==> src/rtl/dds_sine_pkg.sv <==
// Package: dds_sine_pkg
// Shared widths, types and the quarter-wave magnitude table for the
// phase-accumulator sine generator. Assumes a fixed 128-point, 8-bit table.
package dds_sine_pkg;

    localparam int IDX_W   = 7;                // table address width
    localparam int SAMP_W  = 8;                // sample width
    localparam int QTR_W   = IDX_W - 1;        // index width inside one half
    localparam int QTR_TOP = 1 << (QTR_W - 1); // quarter-wave peak index (32)

    typedef logic [IDX_W-1:0]  phase_idx_t;
    typedef logic [SAMP_W-1:0] sample_t;
    typedef logic [QTR_W-1:0]  half_idx_t;

    // Magnitude of 127*sin(2*pi*q/128) truncated toward zero, q = 0..32.
    function automatic sample_t quarter_mag(input half_idx_t q);
        sample_t m;
        case (q)
            6'd0:  m = 8'd0;    6'd1:  m = 8'd6;    6'd2:  m = 8'd12;
            6'd3:  m = 8'd18;   6'd4:  m = 8'd24;   6'd5:  m = 8'd30;
            6'd6:  m = 8'd36;   6'd7:  m = 8'd42;   6'd8:  m = 8'd48;
            6'd9:  m = 8'd54;   6'd10: m = 8'd59;   6'd11: m = 8'd65;
            6'd12: m = 8'd70;   6'd13: m = 8'd75;   6'd14: m = 8'd80;
            6'd15: m = 8'd85;   6'd16: m = 8'd89;   6'd17: m = 8'd94;
            6'd18: m = 8'd98;   6'd19: m = 8'd102;  6'd20: m = 8'd105;
            6'd21: m = 8'd108;  6'd22: m = 8'd112;  6'd23: m = 8'd114;
            6'd24: m = 8'd117;  6'd25: m = 8'd119;  6'd26: m = 8'd121;
            6'd27: m = 8'd123;  6'd28: m = 8'd124;  6'd29: m = 8'd125;
            6'd30: m = 8'd126;  6'd31: m = 8'd126;  6'd32: m = 8'd127;
            default: m = 8'd0;
        endcase
        return m;
    endfunction

endpackage

==> src/rtl/dds_phase_acc.sv <==
// Module: dds_phase_acc
// Phase accumulator: adds the tuning word on every clock, wraps modulo
// 2^ACC_W, and exposes only the top IDX_W bits as the table index.
// Assumes ACC_W >= IDX_W and a synchronous active-low reset.
module dds_phase_acc
    import dds_sine_pkg::*;
#(
    parameter int ACC_W = 10
) (
    input  logic             clk,
    input  logic             rst_n,
    input  logic [ACC_W-1:0] tune_word,
    output phase_idx_t       idx_o
);

    logic [ACC_W-1:0] acc_q;

    // Accumulate the tuning word; wrap is the natural overflow of ACC_W bits.
    always_ff @(posedge clk) begin
        if (!rst_n) acc_q <= '0;
        else        acc_q <= acc_q + tune_word;
    end

    // Truncate the phase to the table address.
    assign idx_o = acc_q[ACC_W-1 -: IDX_W];

    // the step between consecutive phases is the previous tuning word.
    assert_step_R1: assert property (@(posedge clk) disable iff (!rst_n)
        $past(rst_n) |-> (ACC_W'(acc_q - $past(acc_q)) == $past(tune_word)));

    // a zero tuning word freezes the phase.
    assert_zero_hold_R8: assert property (@(posedge clk) disable iff (!rst_n)
        ($past(rst_n) && ($past(tune_word) == '0)) |-> $stable(acc_q));

endmodule

==> src/rtl/dds_addr_reg.sv <==
// Module: dds_addr_reg
// Registers the table index so that the table sits after a flop. This
// gives one clock from phase to sample. Assumes a synchronous active-low reset.
module dds_addr_reg
    import dds_sine_pkg::*;
(
    input  logic       clk,
    input  logic       rst_n,
    input  phase_idx_t idx_i,
    output phase_idx_t idx_q
);

    logic past_valid;

    // Hold the index for one clock ahead of the table.
    always_ff @(posedge clk) begin
        if (!rst_n) idx_q <= '0;
        else        idx_q <= idx_i;
    end

    // Marks that at least one edge has passed (used only by the checks).
    always_ff @(posedge clk) past_valid <= 1'b1;

    // a clock edge with reset low leaves the registered index at zero.
    assert_reset_clear_R7: assert property (@(posedge clk)
        (past_valid && !$past(rst_n)) |-> (idx_q == '0));

endmodule

==> src/rtl/dds_sine_lut.sv <==
// Module: dds_sine_lut
// Combinational full-period sine table, 128 points by 8 bits. Only one
// quarter is stored; the index is folded about the peak and the sign is
// taken from the half-period bit.
module dds_sine_lut
    import dds_sine_pkg::*;
(
    input  phase_idx_t idx_i,
    output sample_t    sample_o
);

    logic      neg_half;
    half_idx_t in_half;
    half_idx_t folded;
    sample_t   mag;

    // Fold the index into the first quarter and look up the magnitude.
    always_comb begin
        neg_half = idx_i[IDX_W-1];
        in_half  = idx_i[QTR_W-1:0];
        folded   = (in_half > half_idx_t'(QTR_TOP)) ? (half_idx_t'(0) - in_half) : in_half;
        mag      = quarter_mag(folded);
        sample_o = neg_half ? (sample_t'(0) - mag) : mag;
    end

    // the most negative code is never produced.
    always_comb begin
        assert_no_min_code_R3: assert (sample_o != 8'h80);
    end

endmodule

==> src/rtl/dds_sine_gen.sv <==
// Module: dds_sine_gen (top)
// Phase-accumulator sine generator: accumulator -> registered 7-bit index
// -> 128-point signed table. phase_idx is the current index and sample is
// the table value of the previous one. ACC_W sets the frequency resolution.
module dds_sine_gen
    import dds_sine_pkg::*;
#(
    parameter int ACC_W = 10
) (
    input  logic             clk,
    input  logic             rst_n,
    input  logic [ACC_W-1:0] tune_word,
    output logic [6:0]       phase_idx,
    output logic [7:0]       sample
);

    phase_idx_t cur_idx;
    phase_idx_t reg_idx;
    sample_t    lut_out;

    // Phase generation.
    dds_phase_acc #(.ACC_W(ACC_W)) u_acc (
        .clk       (clk),
        .rst_n     (rst_n),
        .tune_word (tune_word),
        .idx_o     (cur_idx)
    );

    // Address register ahead of the table.
    dds_addr_reg u_areg (
        .clk   (clk),
        .rst_n (rst_n),
        .idx_i (cur_idx),
        .idx_q (reg_idx)
    );

    // Sine table.
    dds_sine_lut u_lut (
        .idx_i    (reg_idx),
        .sample_o (lut_out)
    );

    assign phase_idx = cur_idx;
    assign sample    = lut_out;

    // the table is addressed by the index shown one clock earlier.
    assert_lag_R5: assert property (@(posedge clk) disable iff (!rst_n)
        $past(rst_n) |-> (reg_idx == $past(phase_idx)));

    // the quarter-period index produces the positive peak.
    assert_peak_R4: assert property (@(posedge clk) disable iff (!rst_n)
        (reg_idx == 7'd32) |-> (sample == 8'h7F));

    // the three-quarter index produces the negative peak.
    assert_trough_R4: assert property (@(posedge clk) disable iff (!rst_n)
        (reg_idx == 7'd96) |-> (sample == 8'h81));

endmodule

==> config.mk <==
export PLATFORM = sky130hd
export DESIGN_NAME = dds_sine_gen
export DESIGN_NICKNAME = d
export VERILOG_FILES = /design/src/rtl/dds_sine_pkg.sv /design/src/rtl/dds_phase_acc.sv /design/src/rtl/dds_addr_reg.sv /design/src/rtl/dds_sine_lut.sv /design/src/rtl/dds_sine_gen.sv
export SDC_FILE = /design/constraint.sdc
export NUM_CORES = 1
export LEC_CHECK = 0
export ABC_CLOCK_PERIOD_IN_PS = 8900
export BUFFER_PORTS_ARGS = -buffer_cell sky130_fd_sc_hd__buf_2
export CAP_MARGIN = 20
export CORE_MARGIN = 8
export CORE_UTILIZATION = 61
export CTS_CLUSTER_DIAMETER = 80
export DETAILED_ROUTE_END_ITERATION = 10
export GPL_ROUTABILITY_DRIVEN = 0
export PLACE_DENSITY = 0.93
export SETUP_SLACK_MARGIN = 0.02
export SYNTH_ARGS = -nofsm -noshare
export SYNTH_HDL_FRONTEND = slang
export SYNTH_SLANG_ARGS = --single-unit
==> constraint.sdc <==
create_clock -name clk -period 8.9 [get_ports clk]
set_input_delay 1.78 -clock clk [delete_from_list [all_inputs] [get_ports clk]]
set_output_delay 1.78 -clock clk [all_outputs]
set_load 0.05 [all_outputs]
Yosys cells after proc, flatten, opt, wreduce, memory -nomap -nowiden
Memories as Yosys holds them, arrays and structs flattened.
Cells that the tools add are included.
- $add $sub $neg: 3
- magnitude comparators: 1
- muxes and demuxes: 2
- operators by type and width (cell ; number):
    $add 10x10->10 ; 1
    $mux 8 ; 1
    $sub 1x8->8 const A ; 1
    $gt 6x6->1 const B ; 1
    $mux 6 ; 1
    $sub 1x6->6 const A ; 1
- bits in registers: 17
- ROM bits: 448
- input port bits: 12
- logic and storage cells: 9
- memories kept: 1
- memories (name ; words ; bits a word ; rd ports ; clocked after memory_dff ; write ports ; RTL line ; text):
    (name not given) ; 64 ; 7 ; 1 ; 0 ; 0 ; dds_sine_pkg.sv:18 ; case (q)

Depth between registers and ports, before layout
An unclocked memory read counts as a cell.
- depth after elaboration: 5
- depth in mapped cells: 16
- mapped depth without buffers: 14

Cells and area by module
From an unflattened synthesis, not the netlist that was laid out.
- cell total of the unflattened synthesis: 253
- area total of the unflattened synthesis: 2038.2 µm²
- modules (own cells, without submodules) (module ; times used ; cells each ; area each (µm²) ; sequential area each (µm²)):
    dds_sine_lut ; 1 ; 162 ; 1163.6 ; 0.0
    dds_phase_acc ; 1 ; 77 ; 690.7 ; 200.2
    dds_addr_reg ; 1 ; 14 ; 183.9 ; 140.1

Worst setup path after synthesis
OpenSTA, ideal clock, no wires.
- kind: flip-flop to output port
- start point: register u_areg.idx_q[0]
- end point: output port sample[6]
- arrival time: 3760 ps
- data required time: 7120 ps
- path slack: 3360 ps
- stages on the path, launching flop included: 17
- path buffers: 2
- path through: dfxtp_1 > buf_2 > inv_1 > ha_1 > or4b_4 > nand3_1 > and2_1 > buf_2 > inv_1 > ha_1 > nor4_1 > o21bai_1 > a21oi_1 > a221oi_4 > nor2b_1 > a41oi_1 > xor2_1
- word-level cells in the longest chain between the ends: 5
- elaborated cells between the ends (all ways): 6
- those cells by class: 2 x add/sub; 1 x order compare; 2 x mux; 1 x memory
- RTL lines (element ; RTL line ; text):
    start: declaration ; dds_addr_reg.sv:10 ; output phase_idx_t idx_q
    start signal: assignment ; dds_addr_reg.sv:18 ; else idx_q <= idx_i;
    $sub 1x6->6 / $gt 6x6->1 (equally long branches) ; dds_sine_lut.sv:21 ; folded = (in_half > half_idx_t'(QTR_TOP)) ? (half_idx_t'(0) - in_half) : in_half;
    $mux 6 (*) ; dds_sine_lut.sv:21 ;
    $mem_v2 64x7 (*) ; n/a ;
    $sub 1x8->8 ; dds_sine_lut.sv:23 ; sample_o = neg_half ? (sample_t'(0) - mag) : mag;
    $mux 8 (*) ; dds_sine_lut.sv:23 ;
    end: declaration ; dds_sine_gen.sv:14 ; output logic [7:0] sample
Mark *: on every way between the ends. The rest lies on a longest branch, timed or not.

Final worst setup path
Ends and elaborated chain as after synthesis.

==> impl_metrics.json <==
{
  "cellLeakagePower_uw": 0.0008780,
  "stdcell_count": 270,
  "final_common_cell": "buf_2",
  "drcViolationCount": 0,
  "final_cell_mix": "buf_2 (26), ha_1 (20), and2_1 (17), dfxtp_1 (17), inv_1 (15)",
  "dp_cells": 266,
  "end_kind": "output port",
  "timing.critical_path.cells": "inv_1, ha_1, or4b_4, nand3_1, and2_1, inv_1, ha_1, nor4_1, o21bai_1, a21oi_1, a221oi_4, nor2b_1, a41oi_1, xor2_1, buf_2",
  "cts_resized": 0,
  "detail-route-antenna-nets": 0,
  "postPlaceCellArea_sq_um": 1898,
  "ys_ff_latch": 17,
  "power.density_nw_per_um2": 391.4,
  "totalPowerFinal_uw": 753.7,
  "rsz0062_at_grt": "false",
  "fin_crit_ns": 6.005,
  "synth.distinct_cells": 55,
  "synth_edf_count": 0,
  "hold_violations": 0,
  "ys_seq_area_share_pct": 18.45,
  "postCtsSetupRepairBufs": 0,
  "area_growth_pct": 4.410,
  "cp_max_fo": 13,
  "track_usage_pct": 16.77,
  "maxSlewViolCount": 0,
  "crit_buf_inv": 3,
  "grt_max_degree": 19,
  "num_vias": 1605,
  "synth_area_per_cell_sq_um": 8.197,
  "grt_first_pass_wirelength_mm": 7.155,
  "cts_hold_buf": 0,
  "hp-class": "register to register",
  "cts.sinks": 17,
  "setup_viol": 0,
  "grt_pass1_vias": 1671,
  "setup_tns_ns": 0,
  "cts_made_buffers": 3,
  "die-area_sq_um": 5039,
  "start_util_pct": 62.46,
  "max_cap_violations": 0,
  "dpl.hpwl_mm": 3.181,
  "drive_gt1_share_pct": 16.88,
  "htreeDepth": 1,
  "detail_route.wl_per_cell_um": 14.37,
  "die_w_um": 70.99,
  "antenna_cells": 0,
  "syn_inst": 225,
  "drt_iter0_markers": 105,
  "fin_skew_ns": 0.003479,
  "final_cell_area_sq_um": 1926,
  "crit_path_top_delay_cell": "or4b_4",
  "die_y_um": 70.99,
  "maxSlewHeadroom_pct": 57.93,
  "fmax_mhz": 166.5,
  "fillers": 274,
  "netlist_area_sq_um": 1844,
  "cp-start-kind": "register",
  "reg2reg_slack_ns": 6.56,
  "cts_tree": "done",
  "critPathTopFamily": "simple AND/OR/NAND/NOR gates",
  "grt_antenna_before_repair": 0,
  "arrival_ns": 4.23,
  "overflow": 0,
  "path_clk_slew_ns": 0.09,
  "rows": 20,
  "num_io_pins": 27,
  "port_buffers": 26,
  "regArea_sq_um": 340.3,
  "crit_type": "register to output port",
  "irDropWorstVdd_mv": 0.1937,
  "syn-num-nets": 258,
  "dr.pass1.iters": 4,
  "async_reset_ff_share_pct": 0,
  "crit_required_ns": 7.12,
  "vias_per_cell": 5.944,
  "yosysWarnings": 0,
  "ys.flop_type": "dfxtp_1",
  "multi_input_area_sq_um": 1330,
  "wl_mm": 3.881,
  "timing.final.crit_share_pct": 67.48,
  "cts-root-buf": "clkbuf_4",
  "cts_max_path_buffers": 2,
  "slowest_delay_ns": 0.54,
  "outcome": "finished clean",
  "nets": 271,
  "worst_pin_slew_ns": 0.6262,
  "core_sq_um": 2953,
  "clkLatencyLatePin_ns": 0.29
}
## Yosys cell counts (all sizes together) (2+ instances only)
cell type	count	share of area (%)
nor3	7	1.9
a31oi	6	2.8
a21o	3	1.2
xor2	5	2.4
nand3	5	1.4
a221oi	2	2.2
buf	16	6.0
o221ai	2	0.95
nor2	12	2.4
or3	2	0.68
o31a	2	0.95
a21oi	11	3.2
dfxtp	17	18
mux2i	2	1.1
o31ai	2	0.81
nor3b	4	1.6
nand2	11	2.2
and2	17	5.8
nor4	2	0.68
a2111oi	2	0.95
ha	20	14
inv	15	3.1
o21ai	12	3.3
nor2b	7	2.4
o211ai	5	2.0
clkbuf	2	0.41
nor4b	2	1.3
xnor2	7	4.1
nand2b	6	2.0
and3	2	0.68
## metrics by stage
stage | hold WS (ns) | setup slack [ns] | utilization [%]
after floorplan | 0.4619 | 3.360 | -
after global placement | 0.4749 | 3.369 | 64.28
after detailed placement | 0.4854 | 3.245 | 64.28
after CTS | 0.5089 | 2.903 | 65.21
after global routing | 0.5227 | 2.566 | 65.21
final | 0.5011 | 2.895 | 65.21
## state kept, by name, summed over array words and instances (netlist names)
register	count
u_areg.idx_q	7
u_acc.acc_q	10
## layer usage
metal | wire (um) | share of wire, % | GRT usage (%)
met3 | 135 | 3.5 | 1.695
met5 | 0 | 0 | 0
met4 | 68 | 1.8 | 8.545
met1 | 1650 | 43 | 18.43
met2 | 2027 | 52 | 30.90
## area by class of cell
class	instances	share of cell area (%)
clock buffer	3	1.170
clock inverter	1	0.2599
inverter	15	2.924
multi-input combinational	175	69.07
sequential	17	17.67
tap	33	2.144
timing repair buffer	26	6.758
## cells by family after synthesis
group | Yosys count | share of synthesized area (%)
DFF | 17 | 18.45
adders and majority gates | 21 | 14.65
muxes | 2 | 1.086
xor gates and xnor gates | 12 | 6.513
AOI/OAI and AO/OA | 58 | 24.22
buffers and inverters | 33 | 9.430
and+or+nand+nor | 82 | 25.64
## power breakdown
group	switching, uW	internal, uW
combinational	389	195
sequential	31.2	98.7
clock	22.6	16.7
## final timing paths
kind	cells past startpoint	end	start
worst max-delay path	15	sample[6]	u_areg.idx_q[0]
worst min-delay path	1	u_areg.idx_q[6]	u_acc.acc_q[9]
worst max register to register	9	u_acc.acc_q[9]	u_acc.acc_q[1]
worst min register to register	1	u_areg.idx_q[6]	u_acc.acc_q[9]
No activity file was read; power rests on OpenSTA's default activity.
